[config.mk]
export PLATFORM = sky130hd
export DESIGN_NAME = pswallow_div
export DESIGN_NICKNAME = d
export VERILOG_FILES = /design/src/rtl/pswallow_pkg.sv /design/src/rtl/pswallow_ratio.sv /design/src/rtl/pswallow_presc.sv /design/src/rtl/pswallow_ctl.sv /design/src/rtl/pswallow_div.sv
export SDC_FILE = /design/constraint.sdc
export NUM_CORES = 1
export LEC_CHECK = 0
export ABC_AREA = 1
export ABC_CLOCK_PERIOD_IN_PS = 3500
export CORE_MARGIN = 10
export CORE_UTILIZATION = 57
export CTS_CLUSTER_SIZE = 40
export DETAILED_ROUTE_END_ITERATION = 8
export PLACE_DENSITY = 0.78
export SYNTH_ARGS = -nofsm -noshare
export SYNTH_HDL_FRONTEND = slang
export SYNTH_SLANG_ARGS = --single-unit
[constraint.sdc]
create_clock -name clk -period 3.5 [get_ports clk]
set_clock_uncertainty 0.1 [all_clocks]
set_input_delay 0.525 -clock clk [delete_from_list [all_inputs] [get_ports clk]]
set_output_delay 0.525 -clock clk [all_outputs]
set_load 0.1 [all_outputs]
[src/rtl/pswallow_pkg.sv]
package pswallow_pkg;

  typedef enum logic {
    MOD_LO = 1'b0,
    MOD_HI = 1'b1
  } mod_sel_e;

  // Only the upper select bit matters; the lower bit is a redundant code.
  function automatic mod_sel_e decode_sel(input logic [1:0] code);
    return code[1] ? MOD_HI : MOD_LO;
  endfunction

endpackage

[src/rtl/pswallow_ratio.sv]
module pswallow_ratio
  import pswallow_pkg::*;
#(
  parameter int NW       = 15,
  parameter int LOG_P_LO = 3,
  parameter int LOG_P_HI = 4,
  parameter int N_MIN_LO = 201,
  parameter int N_MAX_LO = 16383,
  parameter int N_MIN_HI = 521,
  parameter int N_MAX_HI = 32767,
  parameter int AW       = LOG_P_HI,
  parameter int BW       = NW - LOG_P_LO
) (
  input  logic [1:0]    sel,
  input  logic [NW-1:0] n_req,
  output logic          legal,
  output logic          hi,
  output logic [AW-1:0] a_cnt,
  output logic [BW-1:0] b_cnt
);

  localparam logic [NW-1:0] LO_MASK = NW'((1 << LOG_P_LO) - 1);
  localparam logic [NW-1:0] HI_MASK = NW'((1 << LOG_P_HI) - 1);

  mod_sel_e mode;
  int       n_int;

  always_comb begin
    mode  = decode_sel(sel);
    n_int = int'(n_req);
    if (mode == MOD_HI) begin
      hi    = 1'b1;
      legal = (n_int >= N_MIN_HI) && (n_int <= N_MAX_HI);
      a_cnt = AW'(n_req & HI_MASK);
      b_cnt = BW'(n_req >> LOG_P_HI);
    end else begin
      hi    = 1'b0;
      legal = (n_int >= N_MIN_LO) && (n_int <= N_MAX_LO);
      a_cnt = AW'(n_req & LO_MASK);
      b_cnt = BW'(n_req >> LOG_P_LO);
    end
  end

endmodule

[src/rtl/pswallow_presc.sv]
module pswallow_presc #(
  parameter int CW      = 5,
  parameter int CNT_MAX = 16
) (
  input  logic          clk,
  input  logic          rst_n,
  input  logic          en,
  input  logic          reload,
  input  logic [CW-1:0] reload_val,
  output logic          seg_end
);

  logic [CW-1:0] cnt_q;
  logic [CW-1:0] cnt_d;

  // next state
  always_comb begin
    cnt_d = cnt_q;
    if (reload) begin
      cnt_d = reload_val;
    end else if (en && (cnt_q != '0)) begin
      cnt_d = cnt_q - 1'b1;
    end
  end

  // register
  always_ff @(posedge clk or negedge rst_n) begin
    if (!rst_n) begin
      cnt_q <= '0;
    end else begin
      cnt_q <= cnt_d;
    end
  end

  assign seg_end = en && (cnt_q == '0);

  // a segment never lasts longer than the larger modulus plus one
  assert_cnt_bound_R5: assert property (@(posedge clk) disable iff (!rst_n)
    int'(cnt_q) <= CNT_MAX);

endmodule

[src/rtl/pswallow_ctl.sv]
module pswallow_ctl #(
  parameter int LOG_P_LO = 3,
  parameter int LOG_P_HI = 4,
  parameter int AW       = 4,
  parameter int BW       = 12,
  parameter int CW       = 5
) (
  input  logic          clk,
  input  logic          rst_n,
  input  logic          legal,
  input  logic          new_hi,
  input  logic [AW-1:0] new_a,
  input  logic [BW-1:0] new_b,
  input  logic          seg_end,
  output logic          run,
  output logic          reload,
  output logic [CW-1:0] reload_val,
  output logic          pulse
);

  logic          run_q, run_d;
  logic [AW-1:0] sw_q, sw_d, sw_nx;
  logic [BW-1:0] pg_q, pg_d;
  logic          act_hi_q, act_hi_d;
  logic [AW-1:0] act_a_q, act_a_d;
  logic [BW-1:0] act_b_q, act_b_d;
  logic          term, start, take_new;
  logic          use_hi;
  logic [AW-1:0] use_a;
  logic [BW-1:0] use_b;

  // terminal value of the prescaler counter for one segment
  function automatic logic [CW-1:0] seg_last(input logic hi_m, input logic plus1);
    logic [CW-1:0] base;
    base = hi_m ? CW'(1 << LOG_P_HI) : CW'(1 << LOG_P_LO);
    return plus1 ? base : base - 1'b1;
  endfunction

  // next state
  always_comb begin
    term     = run_q && seg_end && (pg_q == '0);
    start    = (!run_q && legal) || term;
    take_new = start && legal;

    use_hi = take_new ? new_hi : act_hi_q;
    use_a  = take_new ? new_a  : act_a_q;
    use_b  = take_new ? new_b  : act_b_q;

    sw_nx  = (sw_q == '0) ? '0 : sw_q - 1'b1;

    run_d      = run_q;
    sw_d       = sw_q;
    pg_d       = pg_q;
    act_hi_d   = act_hi_q;
    act_a_d    = act_a_q;
    act_b_d    = act_b_q;
    reload     = 1'b0;
    reload_val = '0;

    if (take_new) begin
      act_hi_d = new_hi;
      act_a_d  = new_a;
      act_b_d  = new_b;
    end

    if (start) begin
      run_d      = 1'b1;
      sw_d       = use_a;
      pg_d       = use_b - 1'b1;
      reload     = 1'b1;
      reload_val = seg_last(use_hi, use_a != '0);
    end else if (run_q && seg_end) begin
      sw_d       = sw_nx;
      pg_d       = pg_q - 1'b1;
      reload     = 1'b1;
      reload_val = seg_last(act_hi_q, sw_nx != '0);
    end
  end

  // registers
  always_ff @(posedge clk or negedge rst_n) begin
    if (!rst_n) begin
      run_q    <= 1'b0;
      sw_q     <= '0;
      pg_q     <= '0;
      act_hi_q <= 1'b0;
      act_a_q  <= '0;
      act_b_q  <= '0;
    end else begin
      run_q    <= run_d;
      sw_q     <= sw_d;
      pg_q     <= pg_d;
      act_hi_q <= act_hi_d;
      act_a_q  <= act_a_d;
      act_b_q  <= act_b_d;
    end
  end

  assign run   = run_q;
  assign pulse = term;

  assert_pulse_single_R4: assert property (@(posedge clk) disable iff (!rst_n)
    pulse |=> !pulse);

  assert_swallow_fits_R5: assert property (@(posedge clk) disable iff (!rst_n)
    run_q |-> (int'(sw_q) <= int'(pg_q) + 1));

  assert_hold_midperiod_R7: assert property (@(posedge clk) disable iff (!rst_n)
    (run_q && !term) |=> ($stable(act_hi_q) && $stable(act_a_q) && $stable(act_b_q)));

  assert_idle_quiet_R9: assert property (@(posedge clk) disable iff (!rst_n)
    !run_q |-> !pulse);

endmodule

[src/rtl/pswallow_div.sv]
module pswallow_div #(
  parameter int NW       = 15,
  parameter int LOG_P_LO = 3,
  parameter int LOG_P_HI = 4,
  parameter int N_MIN_LO = 201,
  parameter int N_MAX_LO = 16383,
  parameter int N_MIN_HI = 521,
  parameter int N_MAX_HI = 32767
) (
  input  logic          clk,
  input  logic          rst_n,
  input  logic [1:0]    sel,
  input  logic [NW-1:0] n_req,
  output logic          div_out,
  output logic          cfg_err
);

  localparam int AW      = LOG_P_HI;
  localparam int BW      = NW - LOG_P_LO;
  localparam int CW      = LOG_P_HI + 1;
  localparam int CNT_MAX = 1 << LOG_P_HI;

  logic          legal, new_hi, seg_end, run, reload, pulse;
  logic [AW-1:0] new_a;
  logic [BW-1:0] new_b;
  logic [CW-1:0] reload_val;
  logic          err_q, err_d;

  pswallow_ratio #(
    .NW(NW), .LOG_P_LO(LOG_P_LO), .LOG_P_HI(LOG_P_HI),
    .N_MIN_LO(N_MIN_LO), .N_MAX_LO(N_MAX_LO),
    .N_MIN_HI(N_MIN_HI), .N_MAX_HI(N_MAX_HI),
    .AW(AW), .BW(BW)
  ) u_ratio (
    .sel   (sel),
    .n_req (n_req),
    .legal (legal),
    .hi    (new_hi),
    .a_cnt (new_a),
    .b_cnt (new_b)
  );

  pswallow_ctl #(
    .LOG_P_LO(LOG_P_LO), .LOG_P_HI(LOG_P_HI),
    .AW(AW), .BW(BW), .CW(CW)
  ) u_ctl (
    .clk        (clk),
    .rst_n      (rst_n),
    .legal      (legal),
    .new_hi     (new_hi),
    .new_a      (new_a),
    .new_b      (new_b),
    .seg_end    (seg_end),
    .run        (run),
    .reload     (reload),
    .reload_val (reload_val),
    .pulse      (pulse)
  );

  pswallow_presc #(
    .CW(CW), .CNT_MAX(CNT_MAX)
  ) u_presc (
    .clk        (clk),
    .rst_n      (rst_n),
    .en         (run),
    .reload     (reload),
    .reload_val (reload_val),
    .seg_end    (seg_end)
  );

  // next state of the error flag
  always_comb begin
    err_d = !legal;
  end

  always_ff @(posedge clk or negedge rst_n) begin
    if (!rst_n) begin
      err_q <= 1'b0;
    end else begin
      err_q <= err_d;
    end
  end

  assign div_out = pulse;
  assign cfg_err = err_q;

  // an output pulse can only come from a divider that was started
  assert_pulse_needs_run_R9: assert property (@(posedge clk) disable iff (!rst_n)
    div_out |-> run);

endmodule

### Word-level counts from Yosys, hierarchy flattened

Index checks and enable logic that the tools add are counted.

* bits in registers: 40
* output and inout bits: 2
* word-level logic and storage cells: 58

* $add $sub $neg: 6
* order comparisons: 3
* muxes and demuxes: 23
* reductions and logical operators: 18

Operators with widths (count)
* 12-bit 2-to-1 mux: 4
* 5-bit 2-to-1 mux: 8
* 12-bit by 1-bit subtractor with 12-bit output, second input constant: 2
* 4-bit 2-to-1 mux: 5
* 15-bit by 10-bit greater-or-equal comparator with 1-bit output, second input constant: 1
* 15-bit by 8-bit greater-or-equal comparator with 1-bit output, second input constant: 1
* 15-bit by 14-bit <= comparator with 1-bit output, second input constant: 1
* 5-bit by 1-bit subtractor with 5-bit output, second input constant: 3
* 12-bit logical NOT: 1
* 4-bit nonzero test: 2
* 1-bit logical AND: 7
* 1-bit 2-to-1 mux: 6
* 5-bit logical NOT: 1
* 5-bit nonzero test: 1
* 4-bit logical NOT: 1
* 2-bit nonzero test: 2
* 4-bit by 1-bit subtractor with 4-bit output, second input constant: 1
* 1-bit logical NOT: 2
* 1-bit logical OR: 1

### Depth between registers and ports, before layout

Gate-level depths: netlist of the first run.

* depth after elaboration: 12
* mapped depth: 21
* gate-level depth less buffers: 19

### Hierarchy

From an unflattened synthesis of the first run, not the netlist that was laid out.

* cell total of the unflattened synthesis: 382
* area total of the unflattened synthesis: 2738.9 um^2

Modules (own cells, without submodules)
* pswallow_ctl: times used 1, cells each 271, area an instance 2094.5 um^2
* pswallow_presc: times used 1, cells each 46, area an instance 335.3 um^2
* pswallow_ratio: times used 1, cells each 63, area an instance 280.3 um^2
* pswallow_div: times used 1, cells each 2, area an instance 28.8 um^2

### Worst setup path before layout of the first run

OpenSTA, ideal clock, no wires.

* path type: flip-flop to flip-flop
* start: register u_presc.cnt_q[0]
* end: register u_presc.cnt_q[4]
* setup time: 0.130 ns
* data arrival time: 2.728 ns
* required time: 3.270 ns
* path slack: 0.542 ns
* stages on the path, launching flop included: 17
* buffers on the path: 2
* cells stage by stage: dfrtp_1 -> inv_1 -> ha_1 -> nand4_2 -> nor2_4 -> o21ai_4 -> buf_6 -> buf_6 -> nand2_1 -> o21ai_2 -> nor2_2 -> nand4_1 -> ha_1 -> a21oi_1 -> o21ai_0 -> o211ai_1 -> o21ai_0

* longest elaborated chain between the ends: 12

RTL lines
* from (decl): RTL line pswallow_presc.sv:13 `logic [CW-1:0] cnt_q;`
* from (signal assigned): RTL line pswallow_presc.sv:31 `cnt_q <= cnt_d;`
* 5-bit logical NOT *: RTL line pswallow_presc.sv:35 `assign seg_end = en && (cnt_q == '0);`
* 1-bit logical AND *: RTL line pswallow_presc.sv:35
* 1-bit logical AND * (2 in a row): RTL line pswallow_ctl.sv:41 `term = run_q && seg_end && (pg_q == '0);`
* via div_out: RTL line pswallow_div.sv:14 `output logic div_out,`
* 1-bit logical OR *: RTL line pswallow_ctl.sv:42 `start = (!run_q && legal) || term;`
* 1-bit logical AND: RTL line pswallow_ctl.sv:43 `take_new = start && legal;`
* 1-bit 2-to-1 mux: RTL line pswallow_ctl.sv:45 `use_hi = take_new ? new_hi : act_hi_q;`
* 5-bit 2-to-1 mux: RTL line pswallow_ctl.sv:35 `base = hi_m ? CW'(1 << LOG_P_HI) : CW'(1 << LOG_P_LO);`
* 5-bit by 1-bit subtractor with 5-bit output: RTL line pswallow_ctl.sv:36 `return plus1 ? base : base - 1'b1;`
* 5-bit 2-to-1 mux: RTL line pswallow_ctl.sv:36
* 5-bit 2-to-1 mux: RTL line pswallow_ctl.sv:66 `if (start) begin`
* 5-bit 2-to-1 mux: RTL line pswallow_presc.sv:19 `if (reload) begin`

Mark *: on every way through the listed nets, which the timed path passes. The rest lies on a longest branch. The select of a mux whose other input is x is not followed.
A chain may end at the register's enable or synchronous reset.

### Worst setup path after layout of the first run

* start: input port sel[1]
* end: register u_ctl.pg_q[7]

* longest elaborated chain between the ends: 8

RTL lines
* from (decl): RTL line pswallow_div.sv:12 `input logic [1:0] sel,`
* 1-bit 2-to-1 mux *: RTL line pswallow_pkg.sv:10 `return code[1] ? MOD_HI : MOD_LO;`
* 1-bit 2-to-1 mux: RTL line pswallow_ratio.sv:31 `if (mode == MOD_HI) begin`
* 1-bit logical AND: RTL line pswallow_ctl.sv:42
* 1-bit logical OR: RTL line pswallow_ctl.sv:42
* 1-bit logical AND: RTL line pswallow_ctl.sv:43
* 12-bit 2-to-1 mux: RTL line pswallow_ctl.sv:47 `use_b = take_new ? new_b : act_b_q;`
* 12-bit by 1-bit subtractor with 12-bit output: RTL line pswallow_ctl.sv:69 `pg_d = use_b - 1'b1;`
* 12-bit 2-to-1 mux: RTL line pswallow_ctl.sv:66
* to (signal assigned): RTL line pswallow_ctl.sv:92 `pg_q <= pg_d;`
* to (decl): RTL line pswallow_ctl.sv:23 `logic [BW-1:0] pg_q, pg_d;`

Every way passes the cells marked *; elsewhere a longest branch is shown, timed or not.

==> results of run 1 <==
[Yosys cell counts, types with 4 or more instances]
cell type / number
nand2_2: 8
nor2_2: 5
buf_6: 5
a21oi_1: 5
nor2_1: 30
o21ai_1: 6
a31oi_1: 5
nand2_1: 127
o211ai_1: 7
nor2_4: 5
inv_1: 34
nand4_1: 4
nand3_1: 19
o21ai_0: 19
nand2_4: 6
dfrtp_1: 40
ha_1: 4
[sequential cells by signal, summed over array words and instances, names as in the netlist]
name / count
cfg_err: 1
u_ctl.act_a_q: 4
u_ctl.act_b_q: 12
u_ctl.act_hi_q: 1
u_ctl.pg_q: 12
u_ctl.run: 1
u_ctl.sw_q: 4
u_presc.cnt_q: 5
[cells by family after synthesis]
group | count (synthesis) | synth area share, %
buffers and inverters | 49 | 8.677
adder cells (fa/ha/maj) | 4 | 1.897
AO/OA/AOI/OAI | 52 | 12.61
flip-flops | 40 | 37.93
XOR/XNOR | 2 | 0.6639
AND/OR/NAND/NOR | 216 | 38.22
[placed cells by master, fill, tap and decap left out, types with 4 or more instances in the layout]
| cell type | instances |
|---|---|
| nand2_1 | 127 |
| dfrtp_1 | 40 |
| inv_1 | 34 |
| nor2_1 | 30 |
| nand3_1 | 19 |
| o21ai_0 | 19 |
| clkdlybuf4s50_1 | 17 |
| nand2_2 | 8 |
| o211ai_1 | 7 |
| clkbuf_8 | 7 |
| buf_4 | 7 |
| nand2_4 | 6 |
| o21ai_1 | 6 |
| nor2_4 | 5 |
| nor2_2 | 5 |
| a21oi_1 | 5 |
| a31oi_1 | 5 |
| nand4_1 | 4 |
| ha_1 | 4 |
[through the flow]
| step | instance area, um2 | worst slack [ns] | power [W] | utilization, % |
|---|---|---|---|---|
| floorplan | 2639 | 0.5422 | 0.001291 | - |
| global route | 2984 | 0.1686 | 0.002026 | 67.60 |
| CTS | 2984 | 0.4629 | 0.001885 | 67.60 |
| finish | 2984 | 0.4606 | 0.001873 | 67.60 |
| detailed placement | 2858 | 0.1743 | 0.001464 | 64.74 |
| global placement | 2858 | 0.2395 | 0.001428 | 64.74 |
[worst max path at each step]
stage                             endpoint  depth (start not counted)  slack [ns]
after CTS                    u_ctl.pg_q[7]                         20        0.46
after global placement       u_ctl.pg_q[7]                         20        0.24
final                        u_ctl.pg_q[7]                         20        0.46
after global routing         u_ctl.pg_q[7]                         20        0.17
after detailed placement     u_ctl.pg_q[7]                         20        0.17
after floorplan           u_presc.cnt_q[4]                         16        0.54
[cell type report]
type / count / area share (%)
multi-input cells: 274 / 47.21
clock inverters: 1 / 1.006
flip-flops and latches: 40 / 33.54
well taps: 52 / 2.180
repair buffers: 25 / 7.631
inverters: 40 / 5.199
clock buffers: 7 / 3.229
[critical path, cell delays in order]
cell and delay (ns):
clkdlybuf4s50_1 0.66, inv_6 0.09, nand2_2 0.07, nand2_1 0.05
nor2_1 0.09, nand2_1 0.07, nand2_2 0.07, nand2_4 0.10
nand2_4 0.09, nand2_4 0.16, inv_2 0.28, nand2_1 0.08
nand2_1 0.22, nand2_1 0.15, nor2_4 0.14, nand2_1 0.07
nand2_1 0.06, nand2_1 0.04, nand2_1 0.06, o21ai_2 0.05
[where the power goes]
part | internal (W) | switching, W | leakage, nW | total (W)
Sequential | 0.000586 | 0.0000905 | 0.508 | 0.000676
Clock | 0.000252 | 0.000158 | 0.0645 | 0.000410
Combinational | 0.000314 | 0.000473 | 0.964 | 0.000787
Total | 0.00115 | 0.000722 | 1.54 | 0.00187
[per-layer routing]
metal / up-vias / part of all wire, %
met4: 0 / 1.6
met5: - / 0
met2: 49 / 50
li1: 1209 / -
met1: 1081 / 44
met3: 9 / 3.9
==> impl_metrics.yaml, run 1 <==
global_routing:
  grt_first_pass_wirelength_um: 10360
  grtUsageMet3_pct: 2.414
  top_usage_layer: "met2"
  track_usage_pct: 16.36
  grt_overflow: 0
  grt_max_degree: 41
  grt.met1_usage_pct: 19.86
  use_met2_pct: 28.90
  grt_antenna_before_repair: 0
  grt_pass1_vias: 2302
finish:
  drive_gt1_share_pct: 13.95
  final_cells: 439
  layout.filler_cells: 367
  seq_area_um2: 1001
  multi_input_area_um2: 1409
  antenna_cells: 0
  num-nets-final: 409
  syn_to_final_growth_pct: 13.09
sta:
  final_max_slew_viol_count: 0
  tns_ns: 0
  max_freq_ghz: 0.3290
  slew_headroom_pct: 35.36
  finalCritPeriodShare_pct: 86.84
  finalHoldWorstSlack_ns: 0.2579
  min_period_ns: 3.039
  hold_viol_final: 0
  finalSetupViolCount: 0
  rsz0062_at_grt: "false"
  worstMarginPinSlew_ns: 0.9666
die:
  core.rowCount: 24
  io_pins: 21
  initial_core_util_pct: 59.78
  core_um2: 4414
  die-width_um: 88.04
  fp.dieH_um: 88.04
  die-area_um2: 7751
clocking:
  clock_path_buffers: 2
  numCtsBuffers: 5
  numClockSinks: 40
  clk_pin_slew_ns: 0.08
  clock_latency_ns: 0.29
  htree_num_levels: 2
  root_buffer: "clkbuf_8"
  cts_tree: "done"
  ctsHoldBuffers: 0
  post-cts-setup-buffers: 0
  postCtsResizedCells: 0
pwr:
  power_density_nw_per_um2: 627.7
  p_leak_nw: 1.536
  ir_drop_uv: 421.7
yosys:
  ys_ff_latch: 40
  synth-edff-count: 0
  syn_avg_cell_area_um2: 7.269
  synthCells: 363
  yosys.area.top_type: "dfrtp_1"
  synthFlopType: "dfrtp_1"
  synthArstFlopShare_pct: 100.0
  synth_warnings: 0
  synth_fp_nets: 386
  synth_top_cell_area_share_pct: 37.93
  syn-cell-area_um2: 2639
  synth_cell_types: 37
  synth_seq_area_share_pct: 37.93
  synthTopCellsByArea: "dfrtp_1, nand2_1, inv_1"
critical_path:
  critPathKind: "input port to flop"
  cp.required_ns: 3.59
  ff2ff_path_depth: 14
  r2r_end: "u_ctl.pg_q[10]"
  critPathLaunchType: "input port"
  worstSetupEndpointType: "flop"
  rrSetupSlack_ns: 0.70
  cp_max_fo: 21
  crit_arrival_ns: 3.13
  cp-startpoint: "sel[1]"
  r2r-start: "u_presc.cnt_q[0]"
drt:
  vias: 2348
  finalWirelength_um: 5887
  drc: 0
  detail_route.iter0.violations: 161
  wl_per_cell_um: 13.41
  detail-route-antenna-nets: 0
  via_per_inst: 5.349
  first_pass_iters: 4
placement:
  gp_congestion: 0.9011
  placedCellCount: 431
  io_buffers: 19
  dpl.hpwl_um: 4372
run_status:
  outcome: "finished clean"
hold_path:
  hold_path_class: "input port to async pin"
run:
  maxCapViolations: 0
Note: power is estimated with default switching activity, not from simulation.
==> run 2: changes to the inputs <==
--- a/config.mk
+++ b/config.mk
@@ -5,13 +5,11 @@
 export SDC_FILE = /design/constraint.sdc
 export NUM_CORES = 1
 export LEC_CHECK = 0
-export ABC_AREA = 1
 export ABC_CLOCK_PERIOD_IN_PS = 3500
 export CORE_MARGIN = 10
-export CORE_UTILIZATION = 57
+export CORE_UTILIZATION = 35
 export CTS_CLUSTER_SIZE = 40
 export DETAILED_ROUTE_END_ITERATION = 8
-export PLACE_DENSITY = 0.78
 export SYNTH_ARGS = -nofsm -noshare
 export SYNTH_HDL_FRONTEND = slang
 export SYNTH_SLANG_ARGS = --single-unit
==> impl_metrics.yaml, run 2 <==
yosys:
  synth-edff-count: 0
  yosys.area.top_type: "dfrtp_1"
  synth_cell_types: 70
  synth_top_cell_area_share_pct: 38.67
  synthCells: 279
  synth_warnings: 0
  synthArstFlopShare_pct: 100.0
  synth_seq_area_share_pct: 38.67
  synthTopCellsByArea: "dfrtp_1, nand2_1, mux2i_1"
  syn_avg_cell_area_um2: 9.279
  syn-cell-area_um2: 2589
  synth_common_cells: "dfrtp_1, nand2_1, nor2_1, a21oi_1, o21ai_0"
  ys_ff_latch: 40
  synth_fp_nets: 302
  synthFlopType: "dfrtp_1"
drt:
  detail-route-antenna-nets: 0
  drc: 0
  first_pass_iters: 4
  detail_route.iter0.violations: 90
  vias: 2330
  wl_per_cell_um: 15.04
  finalWirelength_um: 6800
  via_per_inst: 5.155
finish:
  drive_gt1_share_pct: 30.31
  largestRegisters: "u_ctl.act_b_q (12), u_ctl.pg_q (12), u_presc.cnt_q (5)"
  num-nets-final: 375
  antenna_cells: 0
  final_cells: 452
  mostFrequentLayoutCells: "buf_4, nand2_1, dfrtp_1"
  layout_commonest_cell: "buf_4"
  syn_to_final_growth_pct: 32.87
  finalInstanceArea_um2: 3440
clocking:
  cts_tree: "done"
  root_buffer: "clkbuf_8"
  clock_latency_ns: 0.30
  numClockSinks: 40
  ctsHoldBuffers: 0
  clock_path_buffers: 2
  numCtsBuffers: 5
  htree_num_levels: 2
  clk_pin_slew_ns: 0.08
sta:
  hold_viol_final: 0
  max_freq_ghz: 0.2916
  rsz0062_at_grt: "true"
  finalSetupViolCount: 0
  worstMarginPinSlew_ns: 0.9719
  slew_headroom_pct: 35.00
  final_max_slew_viol_count: 0
  min_period_ns: 3.430
  finalCritPeriodShare_pct: 97.99
critical_path:
  ff2ff_path_depth: 14
  cp.required_ns: 3.59
  r2r-start: "u_presc.cnt_q[0]"
  critPathLaunchType: "flop"
  worstSetupEndpointType: "flop"
  critPathKind: "flop to flop"
  cp_max_fo: 4
  crit_arrival_ns: 3.52
  cp-startpoint: "u_presc.cnt_q[0]"
placement:
  place_area_um2: 3251
  gp_congestion: 0.8103
  dpl.hpwl_um: 5155
  placedCellCount: 439
  io_buffers: 19
global_routing:
  grt_pass1_vias: 2288
  grt_max_degree: 41
  track_usage_pct: 12.23
  grt_antenna_before_repair: 0
  grt_first_pass_wirelength_um: 11360
  grt_overflow: 0
die:
  core.rowCount: 31
  fp.dieH_um: 106
  die-area_um2: 11240
  core_um2: 7214
  die-width_um: 106
  initial_core_util_pct: 35.88
  io_pins: 21
run_status:
  outcome: "finished clean"
pwr:
  p_leak_nw: 1.545
  power_density_nw_per_um2: 637.1
  ir_drop_uv: 233.1
hold_path:
  hold_path_class: "input port to async pin"
run:
  maxCapViolations: 0
run 2: per-layer routing:
metal  vias up  GRT usage, %  routed length [um]
met2        39         19.17                2974
met3         9         2.899                 242
met4         0         3.868                 124
li1       1156             -                   -
met1      1126         16.23                3459
met5         -             0                   0
run 2: area by class of cell:
type | instances | area (um2)
tap | 99 | 123.9
sequential | 40 | 1001
clock inverter | 2 | 35.03
multi-input combinational | 215 | 1520
timing repair buffer | 78 | 641.9
clock buffer | 6 | 72.57
inverter | 12 | 45.04
fill | 708 | 3775
run 2: final timing paths:
check                                    to  slack [ns]
hold / removal             u_presc.cnt_q[2]        0.26
max in group asynchronous  u_ctl.act_b_q[7]        2.45
setup / recovery              u_ctl.pg_q[8]        0.07
hold reg to reg            u_ctl.act_b_q[7]        0.39
setup reg to reg              u_ctl.pg_q[8]        0.07
min in group clk           u_ctl.act_b_q[7]        0.39
run 2: kinds of logic after synthesis:
group / after synthesis / synth area share, %
AO/OA/AOI/OAI: 75 / 22.62
XOR/XNOR: 5 / 1.692
adder cells (fa/ha/maj): 4 / 1.933
buffers and inverters: 24 / 4.156
flip-flops: 40 / 38.67
multiplexers: 17 / 7.637
AND/OR/NAND/NOR: 114 / 23.30
run 2: what timing repair did:
item                       in CTS  in global routing
resized for setup               0                 16
setup buffers                   0                  5
hold endpoints to repair        0                  0
setup endpoints to repair       0                  8
run 2: worst max-delay path: stages, from the launching register on:
cell       delay (ns)
dfrtp_1          0.43
inv_2            0.06
ha_2             0.18
or3b_4           0.41
nor3_4           0.28
and4_4           0.29
o22ai_4          0.08
buf_4            0.16
a2111oi_4        0.23
a31o_1           0.22
buf_4            0.14
nand3_2          0.08
or2_1            0.27
mux2_4           0.30
o21a_1           0.10
run 2: report_power, final:
group          leakage [nW]  switching (W)  internal (W)  total, W
clock network        0.0552       0.000163      0.000212  0.000374
logic                 0.984       0.000473      0.000521  0.000995
registers             0.506       0.000167      0.000656  0.000822
total                  1.55       0.000803       0.00139   0.00219
run 2: through the flow:
step | setup slack, ns | utilization, % | hold slack, ns | TNS, ns | total power [W]
global placement | -0.09759 | 45.06 | 0.3565 | -0.2630 | 0.001722
floorplan | 0.02484 | - | 0.1294 | 0 | 0.001414
detailed placement | -0.1424 | 45.06 | 0.3618 | -0.4899 | 0.001754
CTS | 0.02291 | 46.55 | 0.2848 | 0 | 0.002140
finish | 0.07048 | 47.68 | 0.2648 | 0 | 0.002191
global route | -0.05969 | 47.68 | 0.3289 | -0.1597 | 0.002383
